[config.mk]
export PLATFORM = sky130hd
export DESIGN_NAME = iodly_recal_seq
export DESIGN_NICKNAME = d
export VERILOG_FILES = /design/src/rtl/iodly_pkg.sv /design/src/rtl/iodly_step_rom.sv /design/src/rtl/iodly_try_cnt.sv /design/src/rtl/iodly_recal_seq.sv
export SDC_FILE = /design/constraint.sdc
export NUM_CORES = 1
export LEC_CHECK = 0
export BUFFER_PORTS_ARGS = -buffer_cell sky130_fd_sc_hd__buf_2
export CAP_MARGIN = 20
export CELL_PAD_IN_SITES_DETAIL_PLACEMENT = 0
export CELL_PAD_IN_SITES_GLOBAL_PLACEMENT = 2
export CORE_ASPECT_RATIO = 1.4
export CORE_UTILIZATION = 28
export CTS_CLUSTER_DIAMETER = 100
export DETAILED_ROUTE_END_ITERATION = 16
export PLACE_DENSITY = 0.87
export REMOVE_ABC_BUFFERS = 1
export SYNTH_ARGS = -nofsm -noshare
export SYNTH_HDL_FRONTEND = slang
export SYNTH_SLANG_ARGS = --single-unit
[constraint.sdc]
create_clock -name clk -period 3.2 [get_ports clk]
set_input_delay 0.32 -clock clk [delete_from_list [all_inputs] [get_ports clk]]
set_output_delay 0.32 -clock clk [all_outputs]
set_load 0.02 [all_outputs]
[src/rtl/iodly_pkg.sv]
package iodly_pkg;
  localparam int DW      = 32;
  localparam int IDX_W   = 5;
  localparam int ERR_W   = 4;
  localparam int LOCK_IX = 19;

  localparam logic [DW-1:0] KEY_OPEN  = 32'h0000_AAAA;
  localparam logic [DW-1:0] KEY_CLOSE = 32'h0000_AAAB;
  localparam logic [DW-1:0] REF_PER   = 32'h0000_02EF;
  localparam logic [DW-1:0] REF_MASK  = 32'h0000_FFFF;

  localparam logic [7:0] OFF_KEY = 8'h2C;
  localparam logic [7:0] OFF_CTL = 8'h0C;
  localparam logic [7:0] OFF_PER = 8'h14;

  localparam logic [ERR_W-1:0] E_CAL   = 4'h1;
  localparam logic [ERR_W-1:0] E_UNISO = 4'h2;
  localparam logic [ERR_W-1:0] E_ISO   = 4'h4;
  localparam logic [ERR_W-1:0] E_LOAD  = 4'h8;

  typedef enum logic [2:0] {OP_WR, OP_RD, OP_RMW, OP_POLL, OP_MUX} op_e;
  typedef enum logic [1:0] {AS_CFG, AS_PM, AS_ISO} asel_e;

  typedef struct packed {
    op_e              kind;
    asel_e            sel;
    logic [7:0]       off;
    logic [DW-1:0]    data;   // write value, field value or poll expectation
    logic [DW-1:0]    mask;   // RMW field or poll compare mask
    logic [ERR_W-1:0] err;
  } step_t;

  function automatic step_t mk(op_e k, asel_e s, logic [7:0] o,
                               logic [DW-1:0] d, logic [DW-1:0] m,
                               logic [ERR_W-1:0] e);
    step_t r;
    r.kind = k; r.sel = s; r.off = o; r.data = d; r.mask = m; r.err = e;
    return r;
  endfunction

  // Six-access pad isolation handshake, shared by isolate and release.
  function automatic step_t pad_step(logic [2:0] k, logic iso);
    logic [ERR_W-1:0] e;
    e = iso ? E_ISO : E_UNISO;
    case (k)
      3'd0:    return mk(OP_WR,   AS_PM,  8'h0, 32'h1, 32'h0, 4'h0);
      3'd1:    return mk(OP_POLL, AS_PM,  8'h0, 32'h2, 32'h2, e);
      3'd2:    return mk(OP_WR,   AS_ISO, 8'h0, {29'd0, iso, 2'b00}, 32'h0, 4'h0);
      3'd3:    return mk(OP_RD,   AS_ISO, 8'h0, 32'h0, 32'h0, 4'h0);
      3'd4:    return mk(OP_WR,   AS_PM,  8'h0, 32'h0, 32'h0, 4'h0);
      default: return mk(OP_POLL, AS_PM,  8'h0, 32'h0, 32'h2, e);
    endcase
  endfunction
endpackage

[src/rtl/iodly_step_rom.sv]
module iodly_step_rom
  import iodly_pkg::*;
(
  input  logic [IDX_W-1:0] idx,
  output step_t            step
);
  always_comb begin
    case (idx)
      5'd0:  step = mk(OP_WR,   AS_CFG, OFF_KEY, KEY_OPEN, 32'h0, 4'h0);
      5'd1:  step = mk(OP_RMW,  AS_CFG, OFF_PER, REF_PER, REF_MASK, 4'h0);
      5'd2:  step = mk(OP_WR,   AS_CFG, OFF_CTL, 32'h1, 32'h0, 4'h0);
      5'd3:  step = mk(OP_POLL, AS_CFG, OFF_CTL, 32'h0, 32'h1, E_CAL);
      5'd4, 5'd5, 5'd6, 5'd7, 5'd8, 5'd9:
             step = pad_step(3'(idx - 5'd4), 1'b1);
      5'd10: step = mk(OP_WR,   AS_CFG, OFF_CTL, 32'h2, 32'h0, 4'h0);
      5'd11: step = mk(OP_POLL, AS_CFG, OFF_CTL, 32'h0, 32'h2, E_LOAD);
      5'd12: step = mk(OP_MUX,  AS_CFG, 8'h0, 32'h0, 32'h0, 4'h0);
      5'd13, 5'd14, 5'd15, 5'd16, 5'd17, 5'd18:
             step = pad_step(3'(idx - 5'd13), 1'b0);
      default: step = mk(OP_WR, AS_CFG, OFF_KEY, KEY_CLOSE, 32'h0, 4'h0);
    endcase
  end
endmodule

[src/rtl/iodly_try_cnt.sv]
module iodly_try_cnt #(
  parameter int LIMIT = 100000
) (
  input  logic clk,
  input  logic rst_n,
  input  logic clr,
  input  logic inc,
  output logic last
);
  localparam int CW = $clog2(LIMIT + 1);
  logic [CW-1:0] cnt_q;

  always_ff @(posedge clk or negedge rst_n) begin
    if (!rst_n)   cnt_q <= '0;
    else if (clr) cnt_q <= '0;
    else if (inc) cnt_q <= cnt_q + 1'b1;
  end

  assign last = (cnt_q == CW'(LIMIT - 1));
endmodule

[src/rtl/iodly_recal_seq.sv]
module iodly_recal_seq
  import iodly_pkg::*;
#(
  parameter int              ADDR_W     = 32,
  parameter logic [ADDR_W-1:0] CFG_BASE = 32'h0000_4000,
  parameter logic [ADDR_W-1:0] PM_ADDR  = 32'h0000_5020,
  parameter logic [ADDR_W-1:0] ISO_ADDR = 32'h0000_63FC,
  parameter int              POLL_TRIES = 100000
) (
  input  logic              clk,
  input  logic              rst_n,
  input  logic              start,
  output logic              busy,
  output logic              done,
  output logic              pass,
  output logic [ERR_W-1:0]  err_code,
  output logic              bus_req_valid,
  input  logic              bus_req_ready,
  output logic              bus_req_write,
  output logic [ADDR_W-1:0] bus_req_addr,
  output logic [DW-1:0]     bus_req_wdata,
  input  logic              bus_rsp_valid,
  input  logic [DW-1:0]     bus_rsp_rdata,
  output logic              mux_req,
  input  logic              mux_ack
);
  typedef enum logic [1:0] {S_IDLE, S_ISSUE, S_WAIT, S_DONE} st_e;

  st_e              st_q;
  logic [IDX_W-1:0] idx_q;
  logic             rmw_q;
  logic [DW-1:0]    hold_q;
  logic [ERR_W-1:0] err_q;
  logic             pass_q;
  step_t            cur;
  logic             try_last, try_clr, try_inc;
  logic             is_mux, rsp_take, poll_hit, adv, fail, retry, rmw_first;

  iodly_step_rom u_rom (.idx(idx_q), .step(cur));

  iodly_try_cnt #(.LIMIT(POLL_TRIES)) u_try (
    .clk(clk), .rst_n(rst_n), .clr(try_clr), .inc(try_inc), .last(try_last)
  );

  assign is_mux   = (cur.kind == OP_MUX);
  assign rsp_take = (st_q == S_WAIT) && bus_rsp_valid;
  assign poll_hit = ((bus_rsp_rdata & cur.mask) == cur.data);

  always_comb begin
    adv = 1'b0; fail = 1'b0; retry = 1'b0; rmw_first = 1'b0;
    if (st_q == S_ISSUE && is_mux && mux_ack) adv = 1'b1;
    if (rsp_take) begin
      unique case (cur.kind)
        OP_POLL: begin
          adv   = poll_hit;
          fail  = !poll_hit && try_last;
          retry = !poll_hit && !try_last;
        end
        OP_RMW:  begin
          adv       = rmw_q;
          rmw_first = !rmw_q;
        end
        default: adv = 1'b1;
      endcase
    end
  end

  assign try_clr = adv || fail || (st_q == S_IDLE);
  assign try_inc = retry;

  // Bus request side
  assign bus_req_valid = (st_q == S_ISSUE) && !is_mux;
  assign bus_req_write = (cur.kind == OP_WR) || (cur.kind == OP_RMW && rmw_q);
  assign bus_req_wdata = (cur.kind == OP_RMW) ? ((hold_q & ~cur.mask) | cur.data)
                                              : cur.data;
  always_comb begin
    unique case (cur.sel)
      AS_PM:   bus_req_addr = PM_ADDR;
      AS_ISO:  bus_req_addr = ISO_ADDR;
      default: bus_req_addr = CFG_BASE + ADDR_W'(cur.off);
    endcase
  end

  assign mux_req = (st_q == S_ISSUE) && is_mux;

  always_ff @(posedge clk or negedge rst_n) begin
    if (!rst_n) begin
      st_q   <= S_IDLE;
      idx_q  <= '0;
      rmw_q  <= 1'b0;
      hold_q <= '0;
      err_q  <= '0;
      pass_q <= 1'b0;
    end else begin
      unique case (st_q)
        S_IDLE: if (start) begin
          st_q   <= S_ISSUE;
          idx_q  <= '0;
          rmw_q  <= 1'b0;
          err_q  <= '0;
          pass_q <= 1'b0;
        end
        S_ISSUE: begin
          if (bus_req_valid && bus_req_ready) st_q <= S_WAIT;
          else if (adv) begin
            idx_q <= idx_q + 1'b1;
          end
        end
        S_WAIT: begin
          if (rmw_first) begin
            hold_q <= bus_rsp_rdata;
            rmw_q  <= 1'b1;
            st_q   <= S_ISSUE;
          end else if (retry) begin
            st_q <= S_ISSUE;
          end else if (fail) begin
            err_q <= cur.err;
            idx_q <= IDX_W'(LOCK_IX);
            st_q  <= S_ISSUE;
          end else if (adv) begin
            rmw_q <= 1'b0;
            if (idx_q == IDX_W'(LOCK_IX)) begin
              st_q   <= S_DONE;
              pass_q <= (err_q == '0);
            end else begin
              idx_q <= idx_q + 1'b1;
              st_q  <= S_ISSUE;
            end
          end
        end
        default: st_q <= S_IDLE;
      endcase
    end
  end

  assign busy     = (st_q != S_IDLE);
  assign done     = (st_q == S_DONE);
  assign pass     = pass_q;
  assign err_code = err_q;
endmodule

* Yosys cells after proc, flatten, opt, wreduce, memory -nomap -nowiden
Cells that the tools add are included.
** Storage, ports and cells
- Output and inout port bits :: 74
- ROM bits :: 0
- Logic and storage cells :: 152
- Memories kept :: 0
- Bits of input ports :: 38
- Memory bits (writable) :: 0
- Bits in latches :: 0
- Register bits after elaboration :: 62
** Cells by class
- Reductions and logical operators :: 33
- $add $sub $neg :: 5
- Div/mod/pow operators :: 0
- Multiplexer cells :: 50
- Shift operators :: 0
- Multipliers :: 0
- Equal/unequal tests :: 53
- Bitwise logic cells :: 4
- $lt $le $gt $ge :: 0
** Operator list (number)
- 80-bit case mux with 5 select lines :: 2
- 81-bit case mux with 9 select lines :: 1
- 32-bit bitwise AND :: 2
- 5-bit by 4-bit == test with 1-bit output (second input constant) :: 8
- 5-bit two-way mux :: 8
- 17-bit two-way mux :: 2
- 32-bit == test :: 1
- 32-bit two-way mux :: 1
- 32-bit NOT :: 1
- 32-bit OR :: 1
- 16-bit case mux with 2 select lines :: 1
- 5-bit by 3-bit == test with 1-bit output (second input constant) :: 4
- 5-bit == test (second input constant) :: 4
- 3-bit by 2-bit == test with 1-bit output (second input constant) :: 6
- 1-bit two-way mux :: 18
- 17-bit by 1-bit adder with 17-bit output (second input constant) :: 1
- 17-bit == test (second input constant) :: 1
- 15-bit by 8-bit adder with 16-bit output (first input constant) :: 1
- 4-bit two-way mux :: 4
- 2-bit inequality test (second input constant) :: 8
- 3-bit inequality test (second input constant) :: 5
- 5-bit case mux with 3 select lines :: 1
- 2-bit two-way mux :: 7
- 6-bit OR reduction :: 2
- 27 further kinds :: 55

* Logic depth before layout (Yosys ltp)
Gate-level depths: netlist (run 1).
- Word-level depth :: 14
- Depth in mapped cells :: 14
- Gate-level depth less buffers :: 11

* Hierarchy
Synthesis (run 1) repeated with hierarchy kept, for this count alone.
** Unflattened totals
- Cell total of the unflattened synthesis :: 672
- Area total of the unflattened synthesis :: 5348.9 sq um
** Modules (own cells, without submodules)
- iodly_recal_seq :: times used 1, sequential area each 1126.1 sq um, cells each 445, area each 3495.9 sq um
- iodly_try_cnt :: times used 1, sequential area each 425.4 sq um, cells each 96, area each 940.9 sq um
- iodly_step_rom :: times used 1, sequential area each 0.0 sq um, cells each 131, area each 912.1 sq um

* Worst setup path after synthesis (run 1)
No wires, ideal clock.
- Kind :: register -> register
- Start point :: register idx_q[0]
- End point :: register err_q[2] (netlist: err_code[2])
- Stages on the path, launching flop included :: 14
- Clock period less this slack :: 3.333 ns
- Buffers on the path :: 2
- Arrival :: 3.205 ns
- Setup time :: 0.128 ns
- Setup slack :: -0.133 ns
- Data required time :: 3.072 ns
- Cell sequence :: dfrtp_1 > inv_1 > ha_1 > buf_2 > nor2b_1 > a21o_1 > o22a_1 > o31a_1 > and3b_1 > clkbuf_2 > or4_4 > a21oi_2 > o21ai_2 > mux2_1
** On the way
- Longest elaborated chain between the ends :: 12
- Elaborated cells on any way between the ends :: 57
- Those cells by class :: 2 x add/sub; 32 x eq/ne; 13 x mux; 1 x bitwise; 9 x reduce/logical
** Ends and longest elaborated chain
- start, declared :: line iodly_recal_seq.sv:30 : logic [IDX_W-1:0] idx_q;
- start signal, assigned :: line iodly_recal_seq.sv:106 : idx_q <= idx_q + 1'b1;
- start signal, assigned :: line iodly_recal_seq.sv:118 : idx_q <= IDX_W'(LOCK_IX);
- start signal, assigned :: line iodly_recal_seq.sv:126 : idx_q <= idx_q + 1'b1;
- 3-bit subtractor (on tied branches) :: line iodly_step_rom.sv:19, iodly_step_rom.sv:14
- 3-bit == test (tied with other cells) :: line iodly_pkg.sv:45 : case (k)
- 80-bit case mux with 5 select lines :: line iodly_pkg.sv:45
- 81-bit case mux with 9 select lines (*) :: line iodly_step_rom.sv:8 : case (idx)
- 32-bit bitwise AND :: line iodly_recal_seq.sv:47 : assign poll_hit = ((bus_rsp_rdata & cur.mask) == cur.data);
- 32-bit == test :: line iodly_recal_seq.sv:47
- 1-bit logical NOT :: line iodly_recal_seq.sv:56, iodly_recal_seq.sv:57
- 1-bit logical AND (on tied branches) :: line iodly_recal_seq.sv:56, iodly_recal_seq.sv:57
- 1-bit two-way mux :: line iodly_recal_seq.sv:53 : unique case (cur.kind)
- 1-bit two-way mux :: line iodly_recal_seq.sv:52 : if (rsp_take) begin
- 2-bit inequality test (no line)
- 5-bit AND reduction (no line)
- end signal, assigned :: line iodly_recal_seq.sv:117 : err_q <= cur.err;
- end, declared :: line iodly_recal_seq.sv:33 : logic [ERR_W-1:0] err_q;
Mark *: on every way between the ends. The rest lies on a longest branch, timed or not. The select of a mux whose other input is x is not followed.
A chain may end at the register's enable or synchronous reset.

* Worst setup path after layout (run 1)
- Start point :: register idx_q[0]
- End point :: register idx_q[3]
** On the way
- Longest elaborated chain between the ends :: 14
- Elaborated cells on any way between the ends :: 75
- Those cells by class :: 3 x add/sub; 37 x eq/ne; 20 x mux; 1 x bitwise; 14 x reduce/logical
** Ends and longest elaborated chain
- 3-bit subtractor (on tied branches) :: line iodly_step_rom.sv:19, iodly_step_rom.sv:14
- 3-bit == test (tied with other cells) :: line iodly_pkg.sv:45
- 80-bit case mux with 5 select lines :: line iodly_pkg.sv:45
- 81-bit case mux with 9 select lines :: line iodly_step_rom.sv:8
- 32-bit bitwise AND :: line iodly_recal_seq.sv:47
- 32-bit == test :: line iodly_recal_seq.sv:47
- 1-bit logical NOT :: line iodly_recal_seq.sv:56, iodly_recal_seq.sv:57
- 1-bit logical AND :: line iodly_recal_seq.sv:56 : fail = !poll_hit && try_last;
- 1-bit two-way mux :: line iodly_recal_seq.sv:53
- 1-bit two-way mux :: line iodly_recal_seq.sv:52
- 5-bit two-way mux :: line iodly_recal_seq.sv:116 : end else if (fail) begin
- 5-bit two-way mux :: line iodly_recal_seq.sv:114 : end else if (retry) begin
- 5-bit two-way mux :: line iodly_recal_seq.sv:110 : if (rmw_first) begin
- 5-bit case mux with 3 select lines :: line iodly_recal_seq.sv:95 : unique case (st_q)
Parallel ways exist; a longest one is shown, timed or not. The select of a mux whose other input is x is not followed.

==> metrics.csv, run 1 <==
metric,value,unit
post_drt_wl_per_cell,14.77,microns
ys_ff_latch,61,
finalCritPeriodShare,99.94,%
relSlewSlack,59.06,%
criticalPathCategory,flip-flop to flip-flop,
totalWireLength,12910,microns
maxCapViolations,0,
grt_max_degree,38,
gp_congestion,0.9123,
place_inst,842,
cp_max_fo,4,
grt_pass1_wl,20820,microns
fin_area,6056,sq um
htreeDepth,3,
fp-row-count,53,
synthMuxAreaShare,1.747,%
drt_iter0_drc,160,
final_util,40.41,%
cts_tree,built,
skew,0.006902,ns
fmax,0.3127,GHz
synth-xor-area-share,4.048,%
grt_pass1_vias,4255,
cp.arrival,3.41,ns
p_total,6036,uW
holdWs,-0.008288,ns
postRouteAntennaNets,0,
hold_viol,10,
worst-r2r-setup-slack,0.002,ns
postSynthCellCount,535,
grt.total_usage,16.63,%
internal-power,3360,uW
cp_data_required_time,3.41,ns
tightest_slew,0.5970,ns
synthesis.area,4297,sq um
drive_gt1_share,37.24,%
fin_nets,728,
cp-end-kind,flip-flop,
fillCellCount,1533,
synth-async-reset-ratio,100.0,%
setup_violations,0,
synth_compound_area_share,14.12,%
cts_made_buffers,9,
rr_startpoint,idx_q[0],
yosysWarningCount,0,
rsz0062_at_grt,yes,
start_kind,flip-flop,
failed_checks,negative hold slack,
die_area,15850,sq um
cts-root-buf,clkbuf_16,
start_util,28.67,%
synth_cell_types,73,
die_h,148.6,microns
synth_top_family_by_area,simple AND/OR/NAND/NOR gates,
vias,4263,
fp.dieW,106.7,microns
cts_buffer_depth,2,
synthAdderAreaFrac,3.786,%
grt_overflow,0,
drt-pass1-iter-count,4,
clock_latency,0.33,ns
leakage,0.002906,uW
io_pins,112,
power.switching,2676,uW
syn_area_per_cell,8.031,sq um
ys.flop_type,dfrtp_1,
coreArea,14990,sq um
p_sw_share,44.33,%
r2r_cells,11,
r2r_end,idx_q[3],
seq_power_share,18.1,%
hold_class,input port to async pin,
fin_cells,874,
drc,0,
clkPwrFrac,14.9,%
path_clk_slew,0.06,ns
peakVddDrop,0.0006836,V
synthSimpleGateAreaFrac,31.77,%
via_per_inst,4.878,
dp_hpwl,9537,microns
min_period,3.198,ns
clock-sinks,61,
multi_input_area,2831,sq um
diodes,0,
status,"finished, violations left",
antenna_found_initial,0,
post_dp_cell_area,5195,sq um
powerDensity,996.7,nW/um^2
pwr-share-comb,67.0,%
portBuffers,89,
final_max_slew_viol_count,0,
regArea,1530,sq um
area_delta_synth_final,40.94,%
synth-seq-area-share,35.53,%
synth_edf_count,0,
[flip-flops by register name (all words and copies together), names as in the netlist]
signal / count
hold_q: 31
idx_q: 5
pass: 1
err_code: 4
rmw_q: 1
st_q: 2
u_try.cnt_q: 17
[cells by family (layout without fill, tap and decap cells)]
logic type,Yosys count,in the layout
AO/OA/AOI/OAI,77,77
XOR/XNOR,19,19
AND/OR/NAND/NOR,285,285
adder cells (fa/ha/maj),13,13
multiplexers,7,7
other,2,22
buffers and inverters,71,198
flip-flops,61,61
[stage by stage]
step	TNS, ns	hold slack (ns)	setup WS [ns]
final	0	-0.008288	0.001992
after global routing	-1.389	0.01613	-0.1218
after CTS	-0.008040	0.005453	-0.008040
after detailed placement	-2.508	0.3592	-0.1575
after global placement	-0.09312	0.3470	-0.05272
after floorplan	-37.76	0.02441	-1.115
[final cells by class]
cell class	count	share of cell area, %
repair buffers	161	18.10
inverters	21	1.343
flip-flops and latches	61	25.27
clock buffers	9	3.719
clock inverters	7	0.8471
well taps	192	3.967
multi-input cells	423	46.76
[synth_stat cells (7+ instances only)]
cell type / count / area, sq um
xnor2_1: 16 / 140.1
nand2_1: 137 / 514.2
dfrtp_1: 61 / 1526
nor3_1: 12 / 60.06
nor2b_1: 7 / 43.79
nor2_1: 38 / 142.6
nand3_1: 17 / 85.08
buf_2: 8 / 40.04
o21ai_0: 8 / 40.04
ha_1: 13 / 162.7
inv_1: 21 / 78.83
buf_4: 27 / 202.7
a21oi_1: 8 / 40.04
and2_1: 27 / 168.9
nor4_1: 15 / 93.84
clkbuf_1: 14 / 52.55
[power by group through the flow]
stage	Sequential (uW)	Combinational (uW)	Clock, uW
after detailed placement	1090	3110	0
after global placement	1080	3080	0
after floorplan	1090	1910	0
after CTS	1090	3640	919
after global routing	1120	4350	962
final	1090	4050	898
[worst max-delay path by stage]
stage / start / endpoint / slack, ns / depth (start not counted)
6_report: idx_q[0] / idx_q[3] / 0.002 / 11
3_5_place_dp: idx_q[0] / pass / -0.16 / 12
3_3_place_gp: idx_q[0] / pass / -0.05 / 11
4_1_cts: idx_q[0] / idx_q[3] / -0.008 / 11
2_1_floorplan: idx_q[0] / st_q[1] / -1.12 / 11
5_1_grt: idx_q[0] / idx_q[3] / -0.12 / 11
[cell usage in the layout, fill, tap and decap left out, types with 5 or more instances in the layout]
| cell | n |
|---|---|
| ha_4 | 6 |
| nor3_1 | 10 |
| inv_1 | 19 |
| conb_1 | 22 |
| nor2_2 | 10 |
| buf_4 | 60 |
| nor2b_1 | 6 |
| nand3_1 | 17 |
| buf_6 | 20 |
| a21oi_1 | 6 |
| nand2_1 | 133 |
| dfrtp_1 | 58 |
| nor4_1 | 11 |
| o21ai_0 | 7 |
| and2_1 | 22 |
| nor2_1 | 28 |
| buf_2 | 80 |
| clkbuf_16 | 9 |
| and2_4 | 5 |
| xnor2_1 | 16 |
| ha_1 | 5 |
[metal layers]
metal / vias up / GRT usage (%) / wire length [microns]
met5: - / 0 / 0
met4: 0 / 7.945 / 418
met3: 26 / 2.542 / 398
met2: 104 / 30.19 / 6995
met1: 2073 / 18.80 / 5093
li1: 2060 / - / -
[worst max-delay path, stage by stage, from the launching register on]
cell and delay [ns]:
dfrtp_2 0.46, buf_6 0.14, ha_4 0.15, and4b_1 0.19, a21o_1 0.22, o22a_1 0.26, o31a_1 0.30, and3b_1 0.18
or4_4 0.52, a211oi_4 0.30, nor2_1 0.09, a211o_1 0.27
[repair_timing]
action | in CTS | in global routing
hold buffers | 0 | 0
endpoints found under the setup margin | 60 | 61
pin swaps | 16 | 23
gates cloned | 1 | 1
setup buffers | 9 | 5
resized for setup | 47 | 62
Power figures use the tool's default switching activity.
==> inputs of run 2 (changes only) <==
--- a/config.mk
+++ b/config.mk
@@ -10,11 +10,12 @@
 export CELL_PAD_IN_SITES_DETAIL_PLACEMENT = 0
 export CELL_PAD_IN_SITES_GLOBAL_PLACEMENT = 2
 export CORE_ASPECT_RATIO = 1.4
-export CORE_UTILIZATION = 28
+export CORE_UTILIZATION = 29
 export CTS_CLUSTER_DIAMETER = 100
 export DETAILED_ROUTE_END_ITERATION = 16
-export PLACE_DENSITY = 0.87
+export PLACE_DENSITY = 0.86
 export REMOVE_ABC_BUFFERS = 1
 export SYNTH_ARGS = -nofsm -noshare
 export SYNTH_HDL_FRONTEND = slang
+export SYNTH_HIERARCHICAL = 1
 export SYNTH_SLANG_ARGS = --single-unit
==> metrics.csv, run 2 <==
metric,value,unit
clock-sinks,62,
syn_area_per_cell,7.960,sq um
status,"finished, violations left",
grt_overflow,0,
yosys.area.top_type_share,29.01,%
skew,0.006556,ns
vias,4999,
cts_tree,built,
maxCapViolations,0,
drive_gt1_share,35.17,%
post_drt_wl_per_cell,14.29,microns
crit_slowest_cell,or3_4,
via_per_inst,4.734,
hold_viol,0,
drc,0,
cp.buffers_inverters,3,
worst-r2r-setup-slack,-0.24,ns
clock_latency,0.34,ns
dp_hpwl,10740,microns
rr_startpoint,idx_q[3],
area_delta_synth_final,28.87,%
tightest_slew,0.8504,ns
drt_iter0_drc,262,
gp_congestion,0.8328,
r2r_cells,17,
cp_max_fo,5,
antenna_found_initial,0,
yosysMostFrequentCell,nand2_1,
die_h,162.7,microns
cts-root-buf,clkbuf_16,
cp.arrival,3.66,ns
final_util,38.30,%
drt-pass1-iter-count,5,
synth_edf_count,0,
finalCritPeriodShare,107.5,%
relSlewSlack,43.31,%
cp_data_required_time,3.42,ns
peakVddDrop,0.0004070,V
io_pins,112,
fin_nets,857,
p_total,4537,uW
crit_chain,buf_4 -> nor2_4 -> a21bo_1 -> o21ai_1 -> buf_4 -> buf_6 -> and3_1 -> o22a_1 -> nand4_1 -> nor4_4 -> or2_4 -> a21o_1 -> or3_4 -> o211ai_4 -> nor4_4 -> nand3_1 -> mux2_4,
cts_made_buffers,9,
path_clk_slew,0.06,ns
grt.total_usage,16.68,%
start_kind,flip-flop,
final_common_cell,nand2_1,
cp-end-kind,flip-flop,
postRouteAntennaNets,0,
final_cell_mix,"125 x nand2_1, 89 x buf_2, 74 x buf_4",
fp-row-count,58,
synth-async-reset-ratio,100.0,%
largest_reg_flops,32,
synth_top_area_cell,dfrtp_1,
r2r_end,u_try/cnt_q[11],
fp.dieW,116.8,microns
final_max_slew_viol_count,0,
synth_common_cells,"125 x nand2_1, 86 x buf_4, 62 x dfrtp_1",
holdBufCountCts,0,
fin_cells,1056,
die_area,19000,sq um
setup_slack,-0.2406,ns
leakage,0.003386,uW
largest_registers,"hold_q: 32 flops, u_try/cnt_q: 17 flops, idx_q: 5 flops",
synth-seq-area-share,29.01,%
synthesis.area,5349,sq um
grt_max_degree,63,
portBuffers,89,
powerDensity,658.2,nW/um^2
diodes,0,
ys_ff_latch,62,
critPathTopFamily,simple AND/OR/NAND/NOR gates,
synth_area_leaders,"dfrtp_1 29%, buf_4 12%, nand2_1 8.8%",
totalWireLength,15100,microns
criticalPathCategory,flip-flop to flip-flop,
fin_area,6893,sq um
critPathLaunch,idx_q[3],
post_dp_cell_area,6127,sq um
place_inst,1024,
fin_tns_setup,-1.681,ns
postSynthCellCount,672,
setup_violations,16,
synth_cell_types,73,
start_util,29.72,%
grt_pass1_vias,4881,
min_period,3.441,ns
grt_pass1_wl,24450,microns
cts_buffer_depth,2,
hold_class,input port to async pin,
regMostFlops,hold_q,
rsz0062_at_grt,yes,
coreArea,18000,sq um
failed_checks,negative setup slack,
yosysWarningCount,6,
fmax,0.2907,GHz
cpPeakStageDelay,0.42,ns
htreeDepth,3,
ys.flop_type,dfrtp_1,
run 2: logic make-up (layout without fill, tap and decap cells):
kind of cell / after synthesis / after routing / synth area share [%]
flops: 62 / 62 / 29.01
xor+xnor: 10 / 10 / 1.638
buf+inv: 154 / 240 / 17.33
mux: 9 / 9 / 1.778
fa+ha+maj: 8 / 8 / 1.871
other cells: 3 / 61 / 0.2105
simple gates: 278 / 278 / 26.78
compound gates: 148 / 148 / 21.38
run 2: power by group:
part	internal, uW	switching (uW)
sequential	951	105
clock	705	381
combinational	1100	1290
run 2: metal layers:
| layer | GRT usage [%] | vias up | share of wire, % |
|---|---|---|---|
| met1 | 19.41 | 2358 | 43 |
| met5 | 0 | - | 0 |
| met2 | 29.61 | 129 | 51 |
| met4 | 7.883 | 0 | 2.6 |
| met3 | 2.307 | 23 | 3.9 |
| li1 | - | 2489 | - |
run 2: timing repair:
| action | CTS | global route |
|---|---|---|
| endpoints found under the hold margin | 0 | 0 |
| pin swaps | 20 | 5 |
| cloned | 3 | 0 |
| endpoints found under the setup margin | 18 | 97 |
| gates resized for setup | 29 | 40 |
| buffers inserted | 11 | 4 |
run 2: cell type report:
class / instances / area [sq um]
Sequential cell: 62 / 1553
Clock inverter: 5 / 82.58
Tap cell: 240 / 300.3
Inverter: 48 / 180.2
Multi-Input combinational cell: 514 / 3299
Clock buffer: 11 / 242.7
Fill cell: 1905 / 11100
Timing Repair Buffer: 176 / 1235
run 2: worst max path at each step:
| stage | cells past startpoint | end |
|---|---|---|
| 2_1_floorplan | 13 | u_try/cnt_q[11] |
| 3_3_place_gp | 14 | u_try/cnt_q[11] |
| 3_5_place_dp | 15 | u_try/cnt_q[11] |
| 4_1_cts | 17 | u_try/cnt_q[11] |
| 5_1_grt | 15 | u_try/cnt_q[11] |
| 6_report | 17 | u_try/cnt_q[11] |
run 2: stage by stage:
stage / hold WS (ns) / setup slack [ns]
after floorplan: 0.02441 / -2.050
after global placement: 0.4589 / -0.4049
after detailed placement: 0.4630 / -0.4228
after CTS: 0.1773 / -0.1966
after global routing: 0.2111 / -0.3478
final: 0.1784 / -0.2406
==> inputs of run 3 (changes only) <==
--- a/config.mk
+++ b/config.mk
@@ -11,6 +11,7 @@
 export CELL_PAD_IN_SITES_GLOBAL_PLACEMENT = 2
 export CORE_ASPECT_RATIO = 1.4
 export CORE_UTILIZATION = 29
+export CTS_BUF_LIST = sky130_fd_sc_hd__clkbuf_16
 export CTS_CLUSTER_DIAMETER = 100
 export DETAILED_ROUTE_END_ITERATION = 16
 export PLACE_DENSITY = 0.86
==> metrics.csv, run 3 (same netlist as run 2, synthesis figures left out) <==
metric,value,unit
status,"finished, violations left",
failed_checks,negative setup slack,
skew,0.006559,ns
cp-end-kind,flip-flop,
finalCritPeriodShare,107.5,%
cp_data_required_time,3.42,ns
io_pins,112,
cts_made_buffers,9,
setup_violations,16,
fp-row-count,58,
cts-root-buf,clkbuf_16,
diodes,0,
leakage,0.003386,uW
r2r_cells,17,
pre_cts_ws,-0.4228,ns
fin_nets,857,
relSlewSlack,43.19,%
cp_max_fo,5,
die_h,162.7,microns
rsz0062_at_grt,yes,
die_area,19000,sq um
gp_congestion,0.8328,
fmax,0.2906,GHz
post_dp_cell_area,6127,sq um
criticalPathCategory,flip-flop to flip-flop,
fin_cells,1056,
grt_overflow,0,
start_kind,flip-flop,
maxCapViolations,0,
drt-pass1-iter-count,4,
grt_pass1_wl,24450,microns
cp.arrival,3.66,ns
powerDensity,654.7,nW/um^2
drive_gt1_share,35.17,%
fillCellCount,1907,
drc,0,
tightest_slew,0.8522,ns
setup_slack,-0.2406,ns
postRouteAntennaNets,0,
start_util,29.72,%
grt_pass1_vias,4881,
hold_viol,0,
coreArea,18000,sq um
clock_latency,0.34,ns
final_max_slew_viol_count,0,
path_clk_slew,0.06,ns
drt_iter0_drc,253,
fin_area,6887,sq um
largest_registers,"hold_q: 32 flops, u_try/cnt_q: 17 flops, idx_q: 5 flops",
largest_reg_flops,32,
dp_hpwl,10740,microns
area_delta_synth_final,28.75,%
vias,4999,
post_drt_wl_per_cell,14.30,microns
min_period,3.441,ns
peakVddDrop,0.0004089,V
final_cell_mix,"125 x nand2_1, 89 x buf_2, 74 x buf_4",
portBuffers,89,
clock-sinks,62,
fin_tns_setup,-1.674,ns
cts_tree,built,
grt_max_degree,63,
place_inst,1024,
grt.total_usage,16.68,%
totalWireLength,15100,microns
hold_class,input port to async pin,
cts_buffer_depth,2,
htreeDepth,3,
antenna_found_initial,0,
final_common_cell,nand2_1,
fp.dieW,116.8,microns
regMostFlops,hold_q,
via_per_inst,4.734,
run 3: cell type report:
type                            count  area [sq um]  share of cell area [%]
Multi-Input combinational cell    514          3303                   47.97
Clock inverter                      7         90.09                   1.308
Sequential cell                    62          1553                   22.55
Timing Repair Buffer              176          1235                   17.93
Inverter                           48         180.2                   2.616
Tap cell                          240         300.3                   4.360
Clock buffer                        9         225.2                   3.270
run 3: layer usage:
layer	track usage [%]	vias up	wire, microns
li1	-	2487	-
met1	19.41	2362	6418
met5	0	-	0
met3	2.307	23	583
met4	7.883	0	396
met2	29.61	127	7699
run 3: what timing repair did:
| action | in CTS | in global routing |
|---|---|---|
| pin swaps | 20 | 5 |
| cloned | 3 | 0 |
| hold endpoints to repair | 0 | 0 |
| gates resized for setup | 29 | 41 |
| endpoints found under the setup margin | 18 | 97 |
| hold buffers | 0 | 0 |
| setup buffers | 11 | 4 |
run 3: where the power goes:
| part | internal, uW | total, uW | leakage [uW] | switching [uW] |
|---|---|---|---|---|
| clock network | 677 | 1060 | 0.000158 | 380 |
| logic | 1100 | 2400 | 0.00239 | 1290 |
| registers | 951 | 1060 | 0.000835 | 105 |
| total | 2730 | 4510 | 0.00339 | 1780 |
run 3: path summary, 6_finish.rpt:
check | slack (ns) | endpoint | from
max | -0.24 | u_try/cnt_q[11] | idx_q[3]
min | 0.18 | hold_q[10] | rst_n
max reg2reg | -0.24 | u_try/cnt_q[11] | idx_q[3]
min reg2reg | 0.47 | hold_q[22] | hold_q[22]
max in group asynchronous | 2.42 | idx_q[1] | rst_n
min in group clk | 0.19 | hold_q[14] | bus_rsp_rdata[14]
run 3: worst max-delay path: stages (launching register included):
cell	delay, ns
dfrtp_1	0.40
buf_4	0.15
nor2_4	0.11
a21bo_1	0.15
o21ai_1	0.07
buf_4	0.15
buf_6	0.12
and3_1	0.16
o22a_1	0.22
nand4_1	0.16
nor4_4	0.07
or2_4	0.23
a21o_1	0.19
or3_4	0.42
o211ai_4	0.25
nor4_4	0.06
nand3_1	0.10
mux2_4	0.30
run 3: stage by stage:
stage	utilization (%)	power, uW	hold WS, ns
final	38.26	4509	0.1792
after global routing	38.26	4810	0.2111
after CTS	37.28	4426	0.1773
after detailed placement	34.04	3116	0.4630
after global placement	34.04	3109	0.4589
after floorplan	-	2309	0.02441
